### src/rtl/scan_pkg.sv
package scan_pkg;
    typedef enum logic [1:0] {
        ST_LOAD  = 2'd0,
        ST_DEAD  = 2'd1,
        ST_BURST = 2'd2,
        ST_CONT  = 2'd3
    } scan_state_e;
endpackage

### src/rtl/scan_wrap_counter.sv
// Counter that wraps to zero after reaching a run-time limit.
module scan_wrap_counter #(
    parameter int W = 16
) (
    input  logic         clk,
    input  logic         rst_n,
    input  logic         clr,
    input  logic         inc,
    input  logic [W-1:0] last_val,
    output logic         at_last
);
    logic [W-1:0] count;

    assign at_last = (count == last_val);

    always_ff @(posedge clk or negedge rst_n) begin
        if (!rst_n)
            count <= '0;
        else if (clr)
            count <= '0;
        else if (inc)
            count <= at_last ? '0 : count + 1'b1;
    end
endmodule

### src/rtl/scan_line_decoder.sv
// Index to one-hot line enable, gated by an overall enable.
module scan_line_decoder #(
    parameter int MAX_LINES = 32,
    parameter int IDX_W     = 5
) (
    input  logic [IDX_W-1:0]     idx,
    input  logic                 en,
    output logic [MAX_LINES-1:0] onehot
);
    for (genvar i = 0; i < MAX_LINES; i++) begin : g_line
        assign onehot[i] = en && (idx == IDX_W'(i));
    end
endmodule

### src/rtl/led_scan_sequencer.sv
module led_scan_sequencer #(
    parameter int FRAME_BITS = 16,
    parameter int MIN_BITS   = 9,
    parameter int MAX_LINES  = 32,
    parameter int DEAD_W     = 4,
    localparam int NB_W      = $clog2(FRAME_BITS + 1),
    localparam int LCNT_W    = $clog2(MAX_LINES + 1),
    localparam int IDX_W     = $clog2(MAX_LINES)
) (
    input  logic                 clk,
    input  logic                 rst_n,
    input  logic [NB_W-1:0]      pwm_bits,
    input  logic [LCNT_W-1:0]    line_count,
    input  logic [DEAD_W-1:0]    dead_cycles,
    input  logic                 single_line,
    output logic                 gsclk_en,
    output logic [MAX_LINES-1:0] line_en,
    output logic                 frame_done
);
    import scan_pkg::*;

    scan_state_e state, state_nx, entry_st;

    logic [NB_W-1:0]   cfg_bits, bits_in_c;
    logic [LCNT_W-1:0] cfg_lines, lines_in_c;
    logic [DEAD_W-1:0] cfg_dead, dead_cnt;
    logic              cfg_single;
    logic [IDX_W-1:0]  line_idx;

    logic                  gs_active, gs_at_last, gs_wrap, sub_at_last;
    logic                  burst_end, frame_end, load;
    logic [FRAME_BITS:0]   burst_span, sub_span;
    logic [NB_W-1:0]       sub_shift;
    logic [FRAME_BITS-1:0] burst_last, sub_last, gs_last_val;

    // Clamp the incoming configuration to the supported range.
    always_comb begin
        if (pwm_bits < NB_W'(MIN_BITS))
            bits_in_c = NB_W'(MIN_BITS);
        else if (pwm_bits > NB_W'(FRAME_BITS))
            bits_in_c = NB_W'(FRAME_BITS);
        else
            bits_in_c = pwm_bits;

        if (line_count == '0)
            lines_in_c = LCNT_W'(1);
        else if (line_count > LCNT_W'(MAX_LINES))
            lines_in_c = LCNT_W'(MAX_LINES);
        else
            lines_in_c = line_count;
    end

    // Burst and frame geometry from the latched resolution.
    always_comb begin
        burst_span  = (FRAME_BITS + 1)'(1) << cfg_bits;
        burst_last  = FRAME_BITS'(burst_span - 1'b1);
        sub_shift   = NB_W'(FRAME_BITS) - cfg_bits;
        sub_span    = (FRAME_BITS + 1)'(1) << sub_shift;
        sub_last    = FRAME_BITS'(sub_span - 1'b1);
        gs_last_val = (state == ST_CONT) ? '1 : burst_last;
    end

    // Grayscale clocks within the current burst (or frame in continuous mode).
    scan_wrap_counter #(.W(FRAME_BITS)) u_gs (
        .clk      (clk),
        .rst_n    (rst_n),
        .clr      (!gs_active),
        .inc      (gs_active),
        .last_val (gs_last_val),
        .at_last  (gs_at_last)
    );

    // Sub-periods completed within the current frame.
    scan_wrap_counter #(.W(FRAME_BITS)) u_sub (
        .clk      (clk),
        .rst_n    (rst_n),
        .clr      (load),
        .inc      (burst_end),
        .last_val (sub_last),
        .at_last  (sub_at_last)
    );

    assign gs_wrap   = gs_active && gs_at_last;
    assign burst_end = (state == ST_BURST) && gs_at_last;
    assign frame_end = (burst_end && sub_at_last) || ((state == ST_CONT) && gs_at_last);
    assign load      = (state == ST_LOAD) || frame_end;

    // Next-state decision.
    always_comb begin
        entry_st = single_line ? ST_CONT :
                   ((dead_cycles != '0) ? ST_DEAD : ST_BURST);
        state_nx = state;
        unique case (state)
            ST_LOAD:  state_nx = entry_st;
            ST_DEAD:  if (dead_cnt == DEAD_W'(1)) state_nx = ST_BURST;
            ST_BURST: if (burst_end)
                          state_nx = sub_at_last ? entry_st :
                                     ((cfg_dead != '0) ? ST_DEAD : ST_BURST);
            ST_CONT:  if (gs_wrap) state_nx = entry_st;
            default:  state_nx = ST_LOAD;
        endcase
    end

    // State register together with the datapath registers it steers.
    always_ff @(posedge clk or negedge rst_n) begin
        if (!rst_n) begin
            state      <= ST_LOAD;
            cfg_bits   <= NB_W'(FRAME_BITS);
            cfg_lines  <= LCNT_W'(1);
            cfg_dead   <= '0;
            cfg_single <= 1'b0;
            dead_cnt   <= '0;
            line_idx   <= '0;
            frame_done <= 1'b0;
        end else begin
            state      <= state_nx;
            frame_done <= frame_end;
            if (load) begin
                cfg_bits   <= bits_in_c;
                cfg_lines  <= lines_in_c;
                cfg_dead   <= dead_cycles;
                cfg_single <= single_line;
                dead_cnt   <= dead_cycles;
                line_idx   <= '0;
            end else if (burst_end) begin
                dead_cnt <= cfg_dead;
                if ((LCNT_W'(line_idx) + LCNT_W'(1)) == cfg_lines)
                    line_idx <= '0;
                else
                    line_idx <= line_idx + 1'b1;
            end else if (state == ST_DEAD) begin
                dead_cnt <= dead_cnt - 1'b1;
            end
        end
    end

    // Output decode from the state.
    always_comb begin
        gs_active = (state == ST_BURST) || (state == ST_CONT);
        gsclk_en  = gs_active;
    end

    scan_line_decoder #(.MAX_LINES(MAX_LINES), .IDX_W(IDX_W)) u_dec (
        .idx    (line_idx),
        .en     (gs_active),
        .onehot (line_en)
    );

    logic unused_cfg;
    assign unused_cfg = cfg_single;
endmodule

### config.mk
export PLATFORM = sky130hd
export DESIGN_NAME = led_scan_sequencer
export DESIGN_NICKNAME = d
export VERILOG_FILES = /design/src/rtl/scan_pkg.sv /design/src/rtl/scan_wrap_counter.sv /design/src/rtl/scan_line_decoder.sv /design/src/rtl/led_scan_sequencer.sv
export SDC_FILE = /design/constraint.sdc
export NUM_CORES = 1
export LEC_CHECK = 0
export ABC_AREA = 1
export ABC_CLOCK_PERIOD_IN_PS = 4800
export BUFFER_PORTS_ARGS = -buffer_cell sky130_fd_sc_hd__buf_2
export CAP_MARGIN = 25
export CORE_MARGIN = 2
export CORE_UTILIZATION = 50
export DETAILED_ROUTE_END_ITERATION = 8
export PLACE_DENSITY = 0.69
export SLEW_MARGIN = 25
export SYNTH_ARGS = -nofsm -noshare
export SYNTH_HDL_FRONTEND = slang
export SYNTH_SLANG_ARGS = --single-unit
### constraint.sdc
create_clock -name clk -period 4.8 [get_ports clk]
set_input_delay 0.96 -clock clk [delete_from_list [all_inputs] [get_ports clk]]
set_output_delay 0.96 -clock clk [all_outputs]
set_load 0.005 [all_outputs]
==> flow_summary.toml <==
[pwr]
p_leak_nw = 2.86
net-switching-power_mw = 0.234
power_density_nw_per_um2 = 186
p_int_mw = 0.795
share_comb_of_total_power = 0.021
sequentialPowerShare = 0.483
power.share.clock = 0.496
swShare = 0.228
irDropWorstVdd_v = 0.000211

[clock_network]
clk_pin_slew_ps = 80
postCtsResizedCells = 0
htree_levels = 3
tritoncts = "built"
holdBufCountCts = 0
cts_made_buffers = 9
cts_buffer_depth = 2
cts-root-buf = "clkbuf_8"
clock-sinks = 59
post_cts_buffers = 0
clk_latency_ps = 340

[setup_path]
crit_top_cell = "inv_1"
path_max_fanout = 24
rr_worst_depth = 16
worstSetupPathType = "reg -> reg"
slowest_delay_ps = 810
critPathTopFamily = "simple AND/OR/NAND/NOR gates"
worst_path_max_delay_cell = "a21oi_2"
worst-path-buf-inv = 4
cp.depth = 16
start_kind = "flop"
cp-end-kind = "flop"
cp.required_ps = 5040
crit_chain = "nor2_8, inv_1, nor2_1, inv_1, ha_1, nand3_1, inv_2, a21oi_1, nand3_1, nand2_1, inv_1, nand4_1, nor2_1, a21oi_2, nand2_1, o21ai_0"
arrival_ps = 4570

[logic_synthesis]
synth_nets = 824
synthFlopType = "dfrtp_1"
ys_ff_latch = 59
yosysSeqAreaShare = 0.292
synth.distinct_cells = 40
synth-edff-count = 0
synth_area_um2 = 5070
syn_area_per_cell_um2 = 6.42
yosys_warnings = 0
synth_cells = 790
async_flop_share = 1.00

[sta]
min_period_ps = 4330
setup_viol = 0
rsz0062_at_grt = "no"
timing.fmax_mhz = 231
fin_ws_ps = 472
slew-limit-headroom = 0.312
worst_pin_slew_ps = 1030
hold_violations = 0
final_max_slew_viol_count = 0
fin_setup_tns_ps = 0
final.setup_skew_ps = 18.1
finalCritPeriodShare = 0.902

[grt]
grtUsageTotal = 0.262
grt_pass1_wl_um = 23500
grt_pass1_vias = 4951
grt-ovfl-total = 0
antenna_found_initial = 0
grt_max_degree = 60

[finish]
drive_gt1_frac = 0.117
layout_commonest_cell = "nand2_1"
areaGrowthSynthToFinish_pct = 9.28
finalInstanceArea_um2 = 5540
layout.nets = 864
layout_common_cells = "nand2_1 (230), nor2_1 (107), inv_1 (99)"
antenna_cells = 0

[placement]
dp_slack_ps = 503
placed_area_um2 = 5330
place.gp.congestion = 1.02
io_buffer_count = 51
hpwl_um = 10900

[detailed_routing]
dr.first_iter.drc_count = 393
vias_per_cell = 5.41
postRouteAntennaNets = 0
num_vias = 5239
drtPass1Iterations = 5
wire_per_inst_um = 14.6
drc = 0
finalWirelength_um = 14100

[hold_path]
hold_depth = 2
holdCritPathClass = "reg -> reg"

[floorplan]
floorplan.rows = 36
io_pins = 52
fp.dieH_um = 105
initial_core_util = 0.516
core_area_um2 = 9820
fp.dieW_um = 105
die-area_um2 = 11000

[flow_run]
max_cap_violations = 0

[run_status]
status = "completed"
-- worst min-delay path: stages, from the launching register on --
cell and delay [ps]:
dfrtp_1 350, nand2_1 50, nand2_1 50
-- cells by family after synthesis --
group | Yosys count | synth area share
and+or+nand+nor | 510 | 0.453
DFF | 59 | 0.292
adders and majority gates | 16 | 0.0395
xor gates and xnor gates | 27 | 0.0466
buffers and inverters | 128 | 0.113
AOI/OAI and AO/OA | 50 | 0.0565
-- per-stage QoR --
stage / hold slack [ps] / total power [mW] / util / std cells
4_1_cts: 487 / 1.04 / 0.564 / 968
2_1_floorplan: 449 / 0.510 / - / 790
5_1_grt: 505 / 1.07 / 0.564 / 968
3_3_place_gp: 467 / 0.529 / 0.542 / 952
3_5_place_dp: 465 / 0.529 / 0.542 / 952
6_report: 483 / 1.03 / 0.564 / 968
-- cell usage after synthesis, types with 6 or more instances --
master,number,area [µm²]
o21ai_1,8,40.0
nand2_1,230,863
ha_1,16,200
buf_6,9,101
dfrtp_1,57,1430
a21oi_1,6,30.0
nand4_1,37,231
clkbuf_1,6,22.5
nand2_2,6,37.5
nor3_1,15,75.1
o22ai_1,9,56.3
xor2_1,25,219
inv_1,99,372
nor2_1,107,402
nand3_1,84,420
o21ai_0,17,85.1
-- path summary, 6_finish.rpt --
path / endpoint / slack [ps] / start
hold / removal: dead_cnt[1] / 480 / dead_cnt[1]
setup / recovery: u_sub.count[13] / 470 / cfg_bits[3]
min in group asynchronous: u_sub.count[4] / 760 / rst_n
max in group asynchronous: u_gs.count[7] / 3500 / rst_n
setup reg to reg: u_sub.count[13] / 470 / cfg_bits[3]
hold reg to reg: dead_cnt[1] / 480 / dead_cnt[1]
-- metal layers --
layer  GRT usage  up-vias  wire [µm]
li1            -     2623          -
met1       0.347     2409       6410
met2       0.431      177       6550
met3      0.0505       30        783
met4      0.0905        0        356
met5           0        -          0
-- area by class of cell --
type                       count  area (µm²)
clock buffer                   9         124
clock inverter                 7        91.3
multi-input combinational    603        3020
tap                          133         166
fill                        1028        4280
inverter                     104         390
sequential                    59        1480
timing repair buffer          53         270
-- flip-flops by register name (all words and copies together), names as in the netlist --
register	count
line_idx	5
cfg_lines	6
state	2
frame_done	1
u_sub.count	16
cfg_bits	5
dead_cnt	4
u_gs.count	16
cfg_dead	4
-- power by group through the flow --
stage | clock (mW) | sequential (mW) | combinational, mW
3_3_place_gp | 0 | 0.506 | 0.0221
4_1_cts | 0.519 | 0.497 | 0.0226
6_report | 0.511 | 0.497 | 0.0218
2_1_floorplan | 0 | 0.507 | 0.00298
5_1_grt | 0.543 | 0.497 | 0.0262
3_5_place_dp | 0 | 0.506 | 0.0226
Note: power is estimated with default switching activity, not from simulation.
